==> config.mk <==
export PLATFORM = sky130hd
export DESIGN_NAME = byte_reload_timer
export DESIGN_NICKNAME = d
export VERILOG_FILES = /design/src/rtl/timer_pkg.sv /design/src/rtl/timer_ctrl.sv /design/src/rtl/timer_datapath.sv /design/src/rtl/byte_reload_timer.sv
export SDC_FILE = /design/constraint.sdc
export NUM_CORES = 1
export LEC_CHECK = 0
export BUFFER_PORTS_ARGS = -buffer_cell sky130_fd_sc_hd__buf_4
export CORE_MARGIN = 2
export CORE_UTILIZATION = 45
export DETAILED_ROUTE_END_ITERATION = 16
export SYNTH_ARGS = -nofsm -noshare
export SYNTH_HDL_FRONTEND = slang
export SYNTH_HIERARCHICAL = 1
export SYNTH_SLANG_ARGS = --single-unit
export TNS_END_PERCENT = 20
==> constraint.sdc <==
create_clock -name clk -period 2.6 [get_ports clk]
set_input_delay 0.26 -clock clk [delete_from_list [all_inputs] [get_ports clk]]
set_output_delay 0.26 -clock clk [all_outputs]
set_load 0.01 [all_outputs]
==> src/rtl/timer_pkg.sv <==
package timer_pkg;

  typedef enum logic [1:0] {
    MODE_OFF    = 2'b00,
    MODE_PERIOD = 2'b01,
    MODE_PULSE  = 2'b10,
    MODE_RSVD   = 2'b11
  } measMode_e;

  // Per-cycle commands from control to datapath, already prioritised.
  typedef struct packed {
    logic wrLow;
    logic wrHigh;
    logic rdLow;
    logic rdHigh;
    logic decrement;
    logic edgeReload;
  } tmrStrobes_t;

endpackage

==> src/rtl/timer_ctrl.sv <==
module timer_ctrl
  import timer_pkg::*;
#(
  parameter int ADDR_W = 8,
  parameter logic [ADDR_W-1:0] LOW_ADDR  = 8'h22,
  parameter logic [ADDR_W-1:0] HIGH_ADDR = 8'h23,
  parameter int SYNC_STAGES = 2
) (
  input  logic              clk,
  input  logic              rstN,
  input  logic [ADDR_W-1:0] busAddr,
  input  logic              busWr,
  input  logic              busRd,
  input  logic              countEn,
  input  logic [1:0]        measMode,
  input  logic              extPin,
  output tmrStrobes_t       strobes
);

  localparam int LAST = SYNC_STAGES - 1;

  logic [SYNC_STAGES-1:0] syncQ;
  logic                   pinPrev;
  logic                   pinRise;
  logic                   pinFall;
  logic                   edgeHit;
  logic                   hitLow;
  logic                   hitHigh;
  measMode_e              modeSel;

  // Synchroniser chain for the asynchronous pin, then an edge history bit.
  generate
    if (SYNC_STAGES > 1) begin : g_chain
      always_ff @(posedge clk) begin
        if (!rstN) syncQ <= '0;
        else       syncQ <= {syncQ[SYNC_STAGES-2:0], extPin};
      end
    end else begin : g_single
      always_ff @(posedge clk) begin
        if (!rstN) syncQ <= '0;
        else       syncQ <= extPin;
      end
    end
  endgenerate

  always_ff @(posedge clk) begin
    if (!rstN) pinPrev <= 1'b0;
    else       pinPrev <= syncQ[LAST];
  end

  assign pinRise = syncQ[LAST] & ~pinPrev;
  assign pinFall = ~syncQ[LAST] & pinPrev;
  assign modeSel = measMode_e'(measMode);

  always_comb begin
    case (modeSel)
      MODE_PERIOD: edgeHit = pinRise;
      MODE_PULSE:  edgeHit = pinRise | pinFall;
      default:     edgeHit = 1'b0;
    endcase
  end

  assign hitLow  = (busAddr == LOW_ADDR);
  assign hitHigh = (busAddr == HIGH_ADDR);

  // Priority: high-byte write, then edge reload, then decrement.
  always_comb begin
    strobes            = '0;
    strobes.wrLow      = busWr & hitLow;
    strobes.wrHigh     = busWr & hitHigh;
    strobes.rdLow      = busRd & hitLow;
    strobes.rdHigh     = busRd & hitHigh;
    strobes.edgeReload = edgeHit & ~strobes.wrHigh;
    strobes.decrement  = countEn & ~strobes.wrHigh & ~strobes.edgeReload;
  end

  a_r10_idle_mode_no_reload: assert property (@(posedge clk) disable iff (!rstN)
    (measMode == 2'b00 || measMode == 2'b11) |-> !strobes.edgeReload);

  a_r8_period_rising_only: assert property (@(posedge clk) disable iff (!rstN)
    (strobes.edgeReload && measMode == 2'b01) |-> (syncQ[LAST] && !pinPrev));

  a_r11_write_beats_reload: assert property (@(posedge clk) disable iff (!rstN)
    strobes.wrHigh |-> (!strobes.edgeReload && !strobes.decrement));

  a_r12_reload_beats_count: assert property (@(posedge clk) disable iff (!rstN)
    strobes.edgeReload |-> !strobes.decrement);

endmodule

==> src/rtl/timer_datapath.sv <==
module timer_datapath
  import timer_pkg::*;
#(
  parameter int BYTE_W = 8,
  parameter logic [2*BYTE_W-1:0] RESET_VAL = '1
) (
  input  logic              clk,
  input  logic              rstN,
  input  tmrStrobes_t       strobes,
  input  logic [BYTE_W-1:0] wrData,
  output logic [BYTE_W-1:0] rdData,
  output logic              underflow
);

  localparam int CNT_W = 2 * BYTE_W;

  logic [BYTE_W-1:0] lowBuf;
  logic [BYTE_W-1:0] snapLow;
  logic [CNT_W-1:0]  latchReg;
  logic [CNT_W-1:0]  cnt;
  logic              underflowQ;
  logic              cntZero;

  assign cntZero = (cnt == '0);

  always_ff @(posedge clk) begin
    if (!rstN) begin
      lowBuf     <= '0;
      snapLow    <= RESET_VAL[BYTE_W-1:0];
      latchReg   <= RESET_VAL;
      cnt        <= RESET_VAL;
      underflowQ <= 1'b0;
    end else begin
      underflowQ <= 1'b0;
      if (strobes.wrLow)  lowBuf  <= wrData;
      if (strobes.rdHigh) snapLow <= cnt[BYTE_W-1:0];
      if (strobes.wrHigh) begin
        latchReg <= {wrData, lowBuf};
        cnt      <= {wrData, lowBuf};
      end else if (strobes.edgeReload) begin
        cnt <= latchReg;
      end else if (strobes.decrement) begin
        if (cntZero) begin
          cnt        <= latchReg;
          underflowQ <= 1'b1;
        end else begin
          cnt <= cnt - 1'b1;
        end
      end
    end
  end

  always_comb begin
    if (strobes.rdHigh)     rdData = cnt[CNT_W-1:BYTE_W];
    else if (strobes.rdLow) rdData = snapLow;
    else                    rdData = '0;
  end

  assign underflow = underflowQ;

  a_r2_low_write_holds: assert property (@(posedge clk) disable iff (!rstN)
    strobes.wrLow |=> $stable(latchReg));

  a_r3_write_sets_both: assert property (@(posedge clk) disable iff (!rstN)
    strobes.wrHigh |=> (cnt == latchReg));

  a_r4_snapshot_taken: assert property (@(posedge clk) disable iff (!rstN)
    strobes.rdHigh |=> (snapLow == $past(cnt[BYTE_W-1:0])));

  a_r5_step_down: assert property (@(posedge clk) disable iff (!rstN)
    (strobes.decrement && !cntZero) |=> (cnt == $past(cnt) - 1'b1));

  a_r6_underflow_reloads: assert property (@(posedge clk) disable iff (!rstN)
    underflowQ |-> (cnt == latchReg));

  a_r6_single_pulse: assert property (@(posedge clk) disable iff (!rstN)
    underflowQ |=> !underflowQ);

endmodule

==> src/rtl/byte_reload_timer.sv <==
module byte_reload_timer
  import timer_pkg::*;
#(
  parameter int BYTE_W = 8,
  parameter int ADDR_W = 8,
  parameter logic [ADDR_W-1:0] LOW_ADDR  = 8'h22,
  parameter logic [ADDR_W-1:0] HIGH_ADDR = 8'h23,
  parameter int SYNC_STAGES = 2
) (
  input  logic              clk,
  input  logic              rstN,
  input  logic [ADDR_W-1:0] busAddr,
  input  logic              busWr,
  input  logic              busRd,
  input  logic [BYTE_W-1:0] busWdata,
  output logic [BYTE_W-1:0] busRdata,
  input  logic              countEn,
  input  logic [1:0]        measMode,
  input  logic              extPin,
  output logic              underflow
);

  tmrStrobes_t strobes;

  timer_ctrl #(
    .ADDR_W(ADDR_W),
    .LOW_ADDR(LOW_ADDR),
    .HIGH_ADDR(HIGH_ADDR),
    .SYNC_STAGES(SYNC_STAGES)
  ) u_ctrl (
    .clk(clk),
    .rstN(rstN),
    .busAddr(busAddr),
    .busWr(busWr),
    .busRd(busRd),
    .countEn(countEn),
    .measMode(measMode),
    .extPin(extPin),
    .strobes(strobes)
  );

  timer_datapath #(
    .BYTE_W(BYTE_W)
  ) u_dp (
    .clk(clk),
    .rstN(rstN),
    .strobes(strobes),
    .wrData(busWdata),
    .rdData(busRdata),
    .underflow(underflow)
  );

endmodule

==> flow_summary_export.csv <==
group,metric,value,unit
outcome,status,"finished, final reports clean",
finish,layout_common_cells,"dfxtp_1, buf_4, nand2_1, o21ai_0, mux2i_1",
synthesis,synth-main-ff-cell,"dfxtp_1",
grt,grt_pass1_wl,11700,µm
worst_hold_path,min_path_type,"in -> reg",
clock_network,clk_path_buf_depth,2,
clock_network,post_cts_resized,0,
power_and_ir_drop,p_leak,1.24,nW
die,rows,28,
synthesis,synth_cells,338,
clock_network,numCtsBuffers,5,
detailed_routing,drt_iter0_markers,184,
finish,fill_cells,588,
grt,antenna_found_initial,0,
critical_path,cp_max_fo,5,
critical_path,arrival,2.42,ns
synthesis,synthTopCellsByArea,"dfxtp_1, mux2i_1, nand2_1",
detailed_routing,vias,2494,
finish,area_growth,17.1,%
clock_network,clock_latency,0.31,ns
power_and_ir_drop,p_per_area,479,mW/mm²
timing,drv_slew,0,
timing,setup_viol,0,
critical_path,startpoint_type,"flip-flop",
timing,worst_pin_slew,0.603,ns
die,die_w,82.4,µm
synthesis,synth-seq-cells,52,
detailed_routing,wl_per_cell,15.9,µm
synthesis,syn_area_per_cell,8.18,µm²
timing,hold_viol_final,0,
timing,timing.hold.ws,0.150,ns
detailed_routing,final_antenna_net_count,0,
timing,fin_setup_tns,0,ns
clock_network,hold_buffers,0,
synthesis,synth_top_area_share,37.6,%
critical_path,cp-end-kind,"flip-flop",
critical_path,required,2.77,ns
synthesis,syn_area,0.00277,mm²
timing,fin_crit,2.25,ns
synthesis,ys_warn_count,6,
synthesis,synth-seq-area-share,37.6,%
detailed_routing,drc,0,
die,dieArea,0.00679,mm²
clock_network,cts.reportedPaths.clkPinSlew,0.09,ns
finish,final_cell_area,0.00324,mm²
placement,dp_hpwl,5190,µm
clock_network,postCtsSetupBuffers,0,
detailed_routing,drt-vias-per-instance,5.63,
finish,drive_above_1_share,17.4,%
power_and_ir_drop,irDropWorstVdd,0.308,mV
synthesis,synthDistinctLibCells,53,
timing,rsz0062_at_grt,"no",
finish,nets,396,
synthesis,async_reset_ff_share,0,%
run,drv_cap,0,
clock_network,cts_sinks,52,
finish,final_common_cell,"dfxtp_1",
die,die_y,82.4,µm
grt,grt_remaining_overflow,0,
critical_path,worstSetupPathType,"reg -> reg",
grt,grt_pass1_vias,2373,
timing,fin_crit_sh,86.4,%
synthesis,yosysTopAreaCell,"dfxtp_1",
placement,place_congestion,0.912,
detailed_routing,wl,7060,µm
grt,grt_max_degree,40,
timing,fin_skew,0.00468,ns
placement,portBuffers,32,
grt,grt_usage,22.5,%
die,core-area,0.00592,mm²
die,start_util,46.7,%
placement,place_area,0.00311,mm²
finish,n_antenna_cell,0,
clock_network,htreeDepth,2,
timing,slew_headroom,59.4,%
clock_network,cts_tree,"yes",
critical_path,ff2ff_setup_slack,0.35,ns
timing,fmax,0.445,GHz
detailed_routing,firstDrtPassIters,6,
clock_network,root_buffer,"clkbuf_8",
synthesis,syn_nets,367,
synthesis,synth-edff-count,0,
die,pin_count,33,
cell usage after synthesis (3+ instances only):
| cell type | number |
|---|---|
| a2111oi_0 | 3 |
| a21boi_0 | 5 |
| a21oi_1 | 10 |
| a32oi_1 | 5 |
| and2_1 | 6 |
| and3b_1 | 3 |
| and4_1 | 3 |
| buf_1 | 4 |
| buf_2 | 3 |
| clkbuf_1 | 16 |
| dfxtp_1 | 52 |
| ha_1 | 5 |
| inv_1 | 14 |
| mux2i_1 | 22 |
| nand2_1 | 46 |
| nand2b_1 | 6 |
| nand3_1 | 3 |
| nand4_1 | 5 |
| nor2_1 | 18 |
| nor2b_1 | 13 |
| nor3_1 | 8 |
| nor4_1 | 4 |
| o211ai_1 | 4 |
| o21ai_0 | 30 |
| o22ai_1 | 6 |
| o31ai_1 | 6 |
| or2_2 | 4 |
area by class of cell:
cell class / instances / area (µm²) / area share (%)
clock buffer: 7 / 96.3 / 2.98
clock inverter: 1 / 30.0 / 0.927
inverter: 15 / 56.3 / 1.74
multi-input combinational: 246 / 1560 / 48.0
sequential: 52 / 1040 / 32.1
tap: 75 / 93.8 / 2.90
timing repair buffer: 47 / 365 / 11.3
worst max-delay path, cell delays in order (launching register included):
cell and delay [ns]:
dfxtp_1 0.32, inv_1 0.04, ha_1 0.25, nand2b_1 0.13, a21oi_1 0.16, and2_1 0.16, or2_2 0.15, nor2_1 0.10
buf_4 0.18, nor3_1 0.45, a32oi_1 0.17
power by group:
part | internal [mW] | switching (mW)
registers | 0.803 | 0.00542
logic | 0.0608 | 0.0708
clock network | 0.340 | 0.270
total | 1.20 | 0.346
worst paths after layout:
kind / from / end / cells past startpoint
hold reg to reg: u_dp/latchReg[2] / u_dp/latchReg[2] / 2
setup / recovery: u_ctrl/pinPrev / u_dp/cnt[11] / 10
setup reg to reg: u_ctrl/pinPrev / u_dp/cnt[11] / 10
hold / removal: extPin / u_ctrl/syncQ[0] / 2
state kept, by name (all words and copies together), names as in the netlist:
signal          count
u_dp/cnt           16
u_dp/latchReg      16
u_dp/lowBuf         8
u_dp/snapLow        8
u_ctrl/syncQ        2
u_ctrl/pinPrev      1
u_dp/underflow      1
logic make-up after synthesis:
kind of cell | Yosys count | share of synthesized area, %
AOI/OAI and AO/OA | 82 | 19.2
buffers and inverters | 40 | 6.11
adders and majority gates | 5 | 2.26
DFF | 52 | 37.6
muxes | 22 | 7.96
and+or+nand+nor | 133 | 25.5
xor gates and xnor gates | 4 | 1.27
metrics by stage:
| step | total power [mW] | setup WS [ns] | instances | utilization [%] |
|---|---|---|---|---|
| 6_report | 1.55 | 0.353 | 443 | 54.7 |
| 5_1_grt | 1.61 | 0.222 | 443 | 54.7 |
| 4_1_cts | 1.56 | 0.342 | 443 | 54.7 |
| 3_5_place_dp | 0.957 | 0.284 | 435 | 52.6 |
| 3_3_place_gp | 0.956 | 0.330 | 435 | 52.6 |
| 2_1_floorplan | 0.892 | 0.496 | 338 | - |
layer usage:
metal  part of all wire, %  wire length, µm  vias up  global-route usage [%]
met2                    46             3240       66                    35.9
li1                      -                -     1266                       -
met1                    47             3300     1150                    30.7
met3                   5.2              368       12                    3.80
met4                   2.1              151        0                    7.83
met5                     0                0        -                       0
No activity file was read; power rests on OpenSTA's default activity.
